$ cat src/rtl/sram_wr_pkg.sv
package sram_wr_pkg;

  typedef enum logic [1:0] {
    ST_IDLE = 2'd0,
    ST_ASU  = 2'd1,
    ST_STB  = 2'd2,
    ST_REC  = 2'd3
  } wr_state_e;

  function automatic int umax(input int a, input int b);
    return (a > b) ? a : b;
  endfunction

endpackage

$ cat src/rtl/sram_wr_timer.sv
module sram_wr_timer #(
  parameter int CW = 4
) (
  input  logic          clk,
  input  logic          rst,
  input  logic          restart,
  output logic [CW-1:0] cnt_q,
  output logic [CW-1:0] cnt_d
);

  // cycles spent in the current phase, saturating
  always_comb begin
    if (restart)      cnt_d = '0;
    else if (&cnt_q)  cnt_d = cnt_q;
    else              cnt_d = cnt_q + CW'(1);
  end

  always_ff @(posedge clk) begin
    if (rst) cnt_q <= '0;
    else     cnt_q <= cnt_d;
  end

endmodule

$ cat src/rtl/sram_wr_fsm.sv
module sram_wr_fsm
  import sram_wr_pkg::*;
#(
  parameter int CW     = 4,
  parameter int T_AS   = 1,
  parameter int P_NORM = 1,
  parameter int P_SLOW = 1,
  parameter int T_REC  = 1
) (
  input  logic          clk,
  input  logic          rst,
  input  logic          req,
  input  logic          wr_mode,
  input  logic          cfg_oe_low,
  input  logic [CW-1:0] cnt_q,
  output wr_state_e     state_q,
  output wr_state_e     state_d,
  output logic          restart,
  output logic          accept,
  output logic          mode_q,
  output logic          oe_low_q
);

  logic [CW-1:0] len_m1;
  logic          last;

  // phase length minus one, chosen from the latched request options
  always_comb begin
    unique case (state_q)
      ST_ASU:  len_m1 = CW'(T_AS - 1);
      ST_STB:  len_m1 = (!mode_q && oe_low_q) ? CW'(P_SLOW - 1) : CW'(P_NORM - 1);
      ST_REC:  len_m1 = CW'(T_REC - 1);
      default: len_m1 = '0;
    endcase
  end

  assign last   = (cnt_q == len_m1);
  assign accept = (state_q == ST_IDLE) && req;

  always_comb begin
    state_d = state_q;
    unique case (state_q)
      ST_IDLE: if (req)  state_d = ST_ASU;
      ST_ASU:  if (last) state_d = ST_STB;
      ST_STB:  if (last) state_d = ST_REC;
      ST_REC:  if (last) state_d = ST_IDLE;
      default:           state_d = ST_IDLE;
    endcase
  end

  assign restart = (state_d != state_q);

  always_ff @(posedge clk) begin
    if (rst) begin
      state_q  <= ST_IDLE;
      mode_q   <= 1'b0;
      oe_low_q <= 1'b0;
    end else begin
      state_q <= state_d;
      if (accept) begin
        mode_q   <= wr_mode;
        oe_low_q <= cfg_oe_low;
      end
    end
  end

endmodule

$ cat src/rtl/sram_wr_pins.sv
module sram_wr_pins
  import sram_wr_pkg::*;
#(
  parameter int AW   = 11,
  parameter int DW   = 9,
  parameter int CW   = 4,
  parameter int T_WZ = 1,
  parameter int T_DH = 1
) (
  input  logic          clk,
  input  logic          rst,
  input  logic          accept,
  input  logic [AW-1:0] req_addr,
  input  logic [DW-1:0] req_data,
  input  logic          wr_mode,
  input  logic          cfg_oe_low,
  input  logic          mode_q,
  input  logic          oe_low_q,
  input  wr_state_e     state_q,
  input  wr_state_e     state_d,
  input  logic [CW-1:0] cnt_d,
  output logic          busy,
  output logic          done,
  output logic [AW-1:0] mem_addr,
  output logic [DW-1:0] mem_dout,
  output logic          mem_doe,
  output logic          mem_ce_n,
  output logic          mem_we_n,
  output logic          mem_oe_n
);

  logic mode_n, oel_n, gap_n;

  // options of the cycle being entered or run
  assign mode_n = accept ? wr_mode    : mode_q;
  assign oel_n  = accept ? cfg_oe_low : oe_low_q;
  assign gap_n  = !mode_n && oel_n;

  always_ff @(posedge clk) begin
    if (rst) begin
      busy     <= 1'b0;
      done     <= 1'b0;
      mem_addr <= '0;
      mem_dout <= '0;
      mem_doe  <= 1'b0;
      mem_ce_n <= 1'b1;
      mem_we_n <= 1'b1;
      mem_oe_n <= 1'b1;
    end else begin
      if (accept) begin
        mem_addr <= req_addr;
        mem_dout <= req_data;
      end
      busy <= (state_d != ST_IDLE);
      done <= (state_q == ST_REC) && (state_d == ST_IDLE);
      unique case (state_d)
        ST_ASU: begin
          mem_ce_n <= mode_n;
          mem_we_n <= !mode_n;
          mem_doe  <= 1'b0;
          mem_oe_n <= !oel_n;
        end
        ST_STB: begin
          mem_ce_n <= 1'b0;
          mem_we_n <= 1'b0;
          mem_doe  <= !gap_n || (cnt_d >= CW'(T_WZ));
          mem_oe_n <= !oel_n;
        end
        ST_REC: begin
          mem_ce_n <= mode_n;
          mem_we_n <= !mode_n;
          mem_doe  <= (cnt_d < CW'(T_DH));
          mem_oe_n <= !oel_n;
        end
        default: begin
          mem_ce_n <= 1'b1;
          mem_we_n <= 1'b1;
          mem_doe  <= 1'b0;
          mem_oe_n <= 1'b1;
        end
      endcase
    end
  end

endmodule

$ cat src/rtl/sram_wr_seq.sv
module sram_wr_seq
  import sram_wr_pkg::*;
#(
  parameter int AW   = 11,
  parameter int DW   = 9,
  parameter int T_AS = 2,
  parameter int T_WP = 3,
  parameter int T_WR = 2,
  parameter int T_DW = 2,
  parameter int T_DH = 1,
  parameter int T_WZ = 3
) (
  input  logic          clk,
  input  logic          rst,
  input  logic          req,
  input  logic [AW-1:0] req_addr,
  input  logic [DW-1:0] req_data,
  input  logic          wr_mode,
  input  logic          cfg_oe_low,
  output logic          busy,
  output logic          done,
  output logic [AW-1:0] mem_addr,
  output logic [DW-1:0] mem_dout,
  output logic          mem_doe,
  output logic          mem_ce_n,
  output logic          mem_we_n,
  output logic          mem_oe_n
);

  localparam int P_NORM = umax(T_WP, T_DW);
  localparam int P_SLOW = umax(T_WP, T_WZ + T_DW);
  localparam int T_REC  = umax(T_WR, T_DH);
  localparam int MAXLEN = umax(umax(T_AS, P_SLOW), T_REC);
  localparam int CW     = umax($clog2(MAXLEN + 1), 1);

  wr_state_e     state_q, state_d;
  logic [CW-1:0] cnt_q, cnt_d;
  logic          restart, accept, mode_q, oe_low_q;

  sram_wr_timer #(.CW(CW)) u_timer (
    .clk     (clk),
    .rst     (rst),
    .restart (restart),
    .cnt_q   (cnt_q),
    .cnt_d   (cnt_d)
  );

  sram_wr_fsm #(
    .CW(CW), .T_AS(T_AS), .P_NORM(P_NORM), .P_SLOW(P_SLOW), .T_REC(T_REC)
  ) u_fsm (
    .clk        (clk),
    .rst        (rst),
    .req        (req),
    .wr_mode    (wr_mode),
    .cfg_oe_low (cfg_oe_low),
    .cnt_q      (cnt_q),
    .state_q    (state_q),
    .state_d    (state_d),
    .restart    (restart),
    .accept     (accept),
    .mode_q     (mode_q),
    .oe_low_q   (oe_low_q)
  );

  sram_wr_pins #(
    .AW(AW), .DW(DW), .CW(CW), .T_WZ(T_WZ), .T_DH(T_DH)
  ) u_pins (
    .clk        (clk),
    .rst        (rst),
    .accept     (accept),
    .req_addr   (req_addr),
    .req_data   (req_data),
    .wr_mode    (wr_mode),
    .cfg_oe_low (cfg_oe_low),
    .mode_q     (mode_q),
    .oe_low_q   (oe_low_q),
    .state_q    (state_q),
    .state_d    (state_d),
    .cnt_d      (cnt_d),
    .busy       (busy),
    .done       (done),
    .mem_addr   (mem_addr),
    .mem_dout   (mem_dout),
    .mem_doe    (mem_doe),
    .mem_ce_n   (mem_ce_n),
    .mem_we_n   (mem_we_n),
    .mem_oe_n   (mem_oe_n)
  );

endmodule

$ cat config.mk
export PLATFORM = sky130hd
export DESIGN_NAME = sram_wr_seq
export DESIGN_NICKNAME = d
export VERILOG_FILES = /design/src/rtl/sram_wr_pkg.sv /design/src/rtl/sram_wr_timer.sv /design/src/rtl/sram_wr_fsm.sv /design/src/rtl/sram_wr_pins.sv /design/src/rtl/sram_wr_seq.sv
export SDC_FILE = /design/constraint.sdc
export NUM_CORES = 1
export LEC_CHECK = 0
export ABC_CLOCK_PERIOD_IN_PS = 2900
export BUFFER_PORTS_ARGS = -buffer_cell sky130_fd_sc_hd__buf_2
export CORE_MARGIN = 2
export CORE_UTILIZATION = 35
export CTS_BUF_LIST = sky130_fd_sc_hd__clkbuf_16
export DETAILED_ROUTE_END_ITERATION = 12
export GPL_ROUTABILITY_DRIVEN = 0
export SLEW_MARGIN = 20
export SYNTH_ARGS = -nofsm -noshare
export SYNTH_HDL_FRONTEND = slang
export SYNTH_SLANG_ARGS = --single-unit
$ cat constraint.sdc
create_clock -name clk -period 2.9 [get_ports clk]
set_input_delay 0.29 -clock clk [delete_from_list [all_inputs] [get_ports clk]]
set_output_delay 0.29 -clock clk [all_outputs]
set_load 0.05 [all_outputs]
Word level (Yosys, flattened, before mapping)
Cells that the tools add are included.
{"block": "op_classes", "order_cmp": 2, "n_reduce_logical": 17, "addsub": 1, "bitwise_logic": 1, "eq_ne": 8, "n_mux": 14}
{"operator": "$mux W3", "n": 3}
{"operator": "$eq A2 B2 Y1 const B", "n": 4}
{"operator": "$mux W2", "n": 4}
{"operator": "$pmux W2 S4", "n": 1}
{"operator": "$pmux W1 S2", "n": 3}
{"operator": "$pmux W3 S2", "n": 1}
{"operator": "$reduce_or A2 Y1", "n": 3}
{"operator": "$eq A2 B1 Y1 const B", "n": 2}
{"operator": "$logic_and A1 B1 Y1", "n": 4}
{"operator": "$logic_not A1 Y1", "n": 4}
{"operator": "$logic_not A2 Y1", "n": 2}
{"operator": "$add A3 B1 Y3 const B", "n": 1}
{"operator": "$eq A3 B3 Y1", "n": 1}
{"operator": "$ge A3 B2 Y1 const B", "n": 1}
{"operator": "$lt A3 B1 Y1 const B", "n": 1}
{"operator": "$reduce_and A3 Y1", "n": 1}
{"operator": "$reduce_or A3 Y1", "n": 1}
{"operator": "$mux W1", "n": 2}
{"operator": "$ne A2 B2 Y1", "n": 1}
{"operator": "$reduce_bool A2 Y1", "n": 1}
{"operator": "$logic_or A1 B1 Y1", "n": 1}
{"operator": "$not A1 Y1", "n": 1}
{"block": "totals", "regBits": 33, "output_inout_bits": 26, "elab_cells": 55, "in_bits": 25}

Logic depth before layout (Yosys ltp)
{"block": "logic_depth", "depth_word": 12, "mapped_depth": 6, "depth_no_buf": 5}

By module
A second synthesis with hierarchy kept.
{"block": "unflattened", "hier_cells": 123, "area_unflattened_um2": 1321.3}
{"mod": "sram_wr_pins", "seq_area_each_um2": 520.5, "cells_each": 84, "area_each_um2": 934.6, "instances": 1}
{"mod": "sram_wr_fsm", "seq_area_each_um2": 80.1, "cells_each": 24, "area_each_um2": 234.0, "instances": 1}
{"mod": "sram_wr_timer", "seq_area_each_um2": 60.1, "cells_each": 15, "area_each_um2": 152.6, "instances": 1}

Worst setup path after synthesis
Ideal clock, no wire load.
{"block": "synth_timing", "path_kind": "register to register", "start": "reg u_timer.cnt_q[1]", "end": "reg u_pins.mem_doe", "required_time_ns": 2.773, "setup_ns": 0.127, "n_path_buf": 0, "synth_period_minus_slack_ns": 1.455, "arrival_time_ns": 1.328, "path_stages_with_launch": 6, "slack_ns": 1.445, "cell_sequence": "dfxtp_1 -> ha_1 -> a2111oi_0 -> a32oi_1 -> o21ai_1 -> a211oi_2"}
{"block": "synth_via", "elab_chain_cells": 8, "elab_cells_between_ends": 16, "cone_classes": "add/sub (1); order compare (2); eq/ne (4); mux (7); reduce/logical (2)"}
{"element": "start, declared", "line_no": "sram_wr_timer.sv:7", "source": "output logic [CW-1:0] cnt_q,"}
{"element": "start signal, assigned", "line_no": "sram_wr_timer.sv:20", "source": "else cnt_q <= cnt_d;"}
{"element": "$eq A3 B3 Y1", "line_no": "sram_wr_fsm.sv:37", "source": "assign last = (cnt_q == len_m1);"}
{"element": "$mux W2 (on tied branches)", "line_no": "sram_wr_fsm.sv:46, sram_wr_fsm.sv:44, sram_wr_fsm.sv:45"}
{"element": "$pmux W2 S4", "line_no": "sram_wr_fsm.sv:42", "source": "unique case (state_q)"}
{"element": "$ne A2 B2 Y1", "line_no": "sram_wr_fsm.sv:51", "source": "assign restart = (state_d != state_q);"}
{"element": "$mux W3", "line_no": "sram_wr_timer.sv:13", "source": "if (restart) cnt_d = '0;"}
{"element": "$ge A3 B2 Y1", "line_no": "sram_wr_pins.sv:66", "source": "mem_doe <= !gap_n || (cnt_d >= CW'(T_WZ));"}
{"element": "$logic_or A1 B1 Y1", "line_no": "sram_wr_pins.sv:66"}
{"element": "$pmux W1 S2 *", "line_no": "sram_wr_pins.sv:56", "source": "unique case (state_d)"}
{"element": "end signal, assigned", "line_no": "sram_wr_pins.sv:66"}
{"element": "end signal, assigned", "line_no": "sram_wr_pins.sv:72", "source": "mem_doe <= (cnt_d < CW'(T_DH));"}
{"element": "end, declared", "line_no": "sram_wr_pins.sv:26", "source": "output logic mem_doe,"}
Mark *: on every way between the ends. The rest lies on a longest branch, timed or not.
A chain may end at the register's enable or synchronous reset.

Final worst setup path
{"block": "layout_timing", "start": "reg u_fsm.state_q[0]", "end": "reg u_pins.mem_doe"}
{"block": "layout_via", "elab_chain_cells": 11, "elab_cells_between_ends": 26, "cone_classes": "order compare (2); eq/ne (7); mux (10); reduce/logical (7)"}
{"element": "start, declared", "line_no": "sram_wr_fsm.sv:16", "source": "output wr_state_e state_q,"}
{"element": "start signal, assigned", "line_no": "sram_wr_fsm.sv:59", "source": "state_q <= state_d;"}
{"element": "$eq A2 B1 Y1 / $eq A2 B2 Y1 (equally long branches)", "line_no": "sram_wr_fsm.sv:29, sram_wr_fsm.sv:42"}
{"element": "$reduce_or A2 Y1 (no source line)"}
{"element": "$pmux W3 S2", "line_no": "sram_wr_fsm.sv:29", "source": "unique case (state_q)"}
{"element": "$eq A3 B3 Y1", "line_no": "sram_wr_fsm.sv:37"}
{"element": "$mux W2 (on tied branches)", "line_no": "sram_wr_fsm.sv:46, sram_wr_fsm.sv:44, sram_wr_fsm.sv:45"}
{"element": "$pmux W2 S4", "line_no": "sram_wr_fsm.sv:42"}
{"element": "$ne A2 B2 Y1", "line_no": "sram_wr_fsm.sv:51"}
{"element": "$mux W3", "line_no": "sram_wr_timer.sv:13"}
{"element": "$ge A3 B2 Y1", "line_no": "sram_wr_pins.sv:66"}
{"element": "$logic_or A1 B1 Y1", "line_no": "sram_wr_pins.sv:66"}
{"element": "$pmux W1 S2 *", "line_no": "sram_wr_pins.sv:56"}
Marked as above.

==> metrics.yaml <==
drt_iter0_drc: 53
post-cts-setup-buffer-count: 0
drv_cap: 0
arrival_ns: 2.06
r2r_setup_slack_ns: 1.04
core_um2: 3690
fmax_mhz: 537
async_flop_share_pct: 0
fill_cells: 377
min_from: "req_addr[8]"
fp.dieH_um: 66.0
grt_pass1_vias: 1103
critPathCaptureType: "flip-flop"
grt_util_all_layers_pct: 14.8
cts_buffers: 5
path_cells: "nor3b_4 > a2111oi_0 > a32oi_1 > o21ai_1 > a211oi_2"
crit_path_max_incr_delay_ns: 0.69
power_w: 0.00128
synth_edf_count: 0
vias: 1228
hpwl_mm: 2.10
r2r-start: "u_fsm.state_q[0]"
multi_input_area_um2: 608
crit_path_max_fanout: 18
met1Wirelength_mm: 1.44
crit_type: "reg2reg"
setup_viol: 0
grt-ovfl-total: 0
ys_seq_elements: 33
cp-startpoint: "u_fsm.state_q[0]"
syn-cell-area_um2: 1340
status: "finished, final reports clean"
finalHoldViolations: 0
drive_gt1_share_pct: 31.1
grt_first_pass_wirelength_mm: 4.96
ys.flop_type: "dfxtp_1"
dr.pass1.iters: 4
hold-path-endpoint: "u_pins.mem_addr[8]"
hold_path_class: "in2reg"
clockBufferDepth: 2
antenna_found_initial: 0
wl_per_cell_um: 11.6
setup-tns-final_ns: 0
die_x_um: 66.0
post_drt_via_cell_ratio: 4.78
holdPathStages: 3
synth_cell_type_count: 35
p_leak_nw: 0.792
synth_nets: 185
clock-sinks: 33
fin_nets: 234
io_buffers: 50
powerDensity_nw_per_um2: 727
wirelength_mm: 2.98
layout_worst_path_cycle_share_pct: 64.3
syn_avg_cell_area_um2: 8.45
initial_core_util_pct: 36.4
syn_to_final_growth_pct: 30.5
hold_ws_ns: 0.251
drc: 0
regArea_um2: 661
rsz0062_at_grt: "false"
crit_path_top_delay_cell: "nor3b_4"
maxSlewViolCount: 0
tightest_slew_ns: 0.775
top_layer_used: "met4"
required_ns: 3.10
slew_headroom_pct: 48.3
ios: 51
fin_skew_ns: 0.00512
antenna-diode-count: 0
ys_seq_area_share_pct: 49.2
cts_root_buffer: "clkbuf_16"
final_common_cell: "buf_2"
reg2regPathDepth: 5
route.met3.wl_um: 203
cts_tree: "done"
reg2reg_to: "u_pins.mem_doe"
synthCells: 159
finalCriticalPeriod_ns: 1.86
wl_met2_mm: 1.30
worst_setup_path_start_kind: "flip-flop"
yosysTopAreaCell: "dfxtp_1"
core.rowCount: 22
ctsResizeCount: 0
ant_nets: 0
die-area_um2: 4350
vdd_drop_max_v: 0.000431
cts_hold_buf: 0
layout_common_cells: "buf_2 (50), nand2_1 (43), dfxtp_1 (33)"
clk_pin_slew_ns: 0.05
synth.top_cell.area_share_pct: 49.2
ys_top_cells_by_area: "dfxtp_1 (49%), nand2_1 (12%), a21oi_1 (8.2%)"
yosys_warnings: 0
grt_max_degree: 28
htree_levels: 2
clock_latency_ns: 0.27
cell type report:
class | count | area share [%]
Sequential cell | 33 | 37.7
Timing Repair Buffer | 52 | 15.1
Clock inverter | 3 | 0.713
Clock buffer | 5 | 7.13
Multi-Input combinational cell | 110 | 34.7
Tap cell | 48 | 3.42
Inverter | 6 | 1.28
worst max-delay path by stage:
stage	endpoint	slack (ns)
5_1_grt	u_pins.mem_doe	0.88
4_1_cts	u_pins.mem_doe	1.03
2_1_floorplan	u_pins.mem_doe	1.45
3_5_place_dp	u_pins.mem_doe	1.06
3_3_place_gp	u_pins.mem_doe	1.09
6_report	u_pins.mem_doe	1.04
synthesized netlist by cell type (2+ instances only):
cell type,n
o21ai_1,3
inv_1,6
buf_2,3
xnor2_1,3
nor3b_1,2
a21oi_1,22
a2bb2oi_1,2
nor3_1,2
clkbuf_1,4
nor2b_1,3
nor3_2,2
nor2_1,7
nand3_1,2
dfxtp_1,33
mux2i_1,3
nand2_1,43
cell families after synthesis:
kind of cell / Yosys count / synth area share [%]
flip-flops: 33 / 49.2
adder cells (fa/ha/maj): 1 / 0.931
buffers and inverters: 16 / 5.59
AO/OA/AOI/OAI: 36 / 16.5
multiplexers: 3 / 2.23
AND/OR/NAND/NOR: 67 / 23.7
XOR/XNOR: 3 / 1.96
per-stage QoR:
stage | instances | setup WS, ns | util, % | cell area (um^2)
6_report | 257 | 1.04 | 47.6 | 1750
5_1_grt | 257 | 0.876 | 47.6 | 1750
4_1_cts | 257 | 1.03 | 47.6 | 1750
3_5_place_dp | 249 | 1.06 | 43.8 | 1620
3_3_place_gp | 249 | 1.09 | 43.8 | 1620
2_1_floorplan | 159 | 1.45 | - | 1340
per-layer routing:
metal  track usage, %  vias to the layer above
met4             4.59                        0
met2             25.1                       43
li1                 -                      628
met3             3.75                        3
met5                0                        -
met1             18.4                      554
state kept, by name, summed over array words and instances (netlist names), 2 cells and up:
name and count:
u_fsm.state_q 2, u_pins.mem_addr 11, u_pins.mem_dout 9, u_timer.cnt_q 3
worst max-delay path: cells and delay by family, from the launching register on:
kind,cells,cell delay (ns)
compound gates,4,0.68
flops,1,0.42
simple gates,1,0.69
power by group:
group	internal, W	leakage [nW]	switching [W]	total [W]
Clock	0.000310	0.0687	0.000183	0.000493
Combinational	0.0000840	0.453	0.000183	0.000267
Sequential	0.000489	0.271	0.0000263	0.000515
Note: power is estimated with default switching activity, not from simulation.
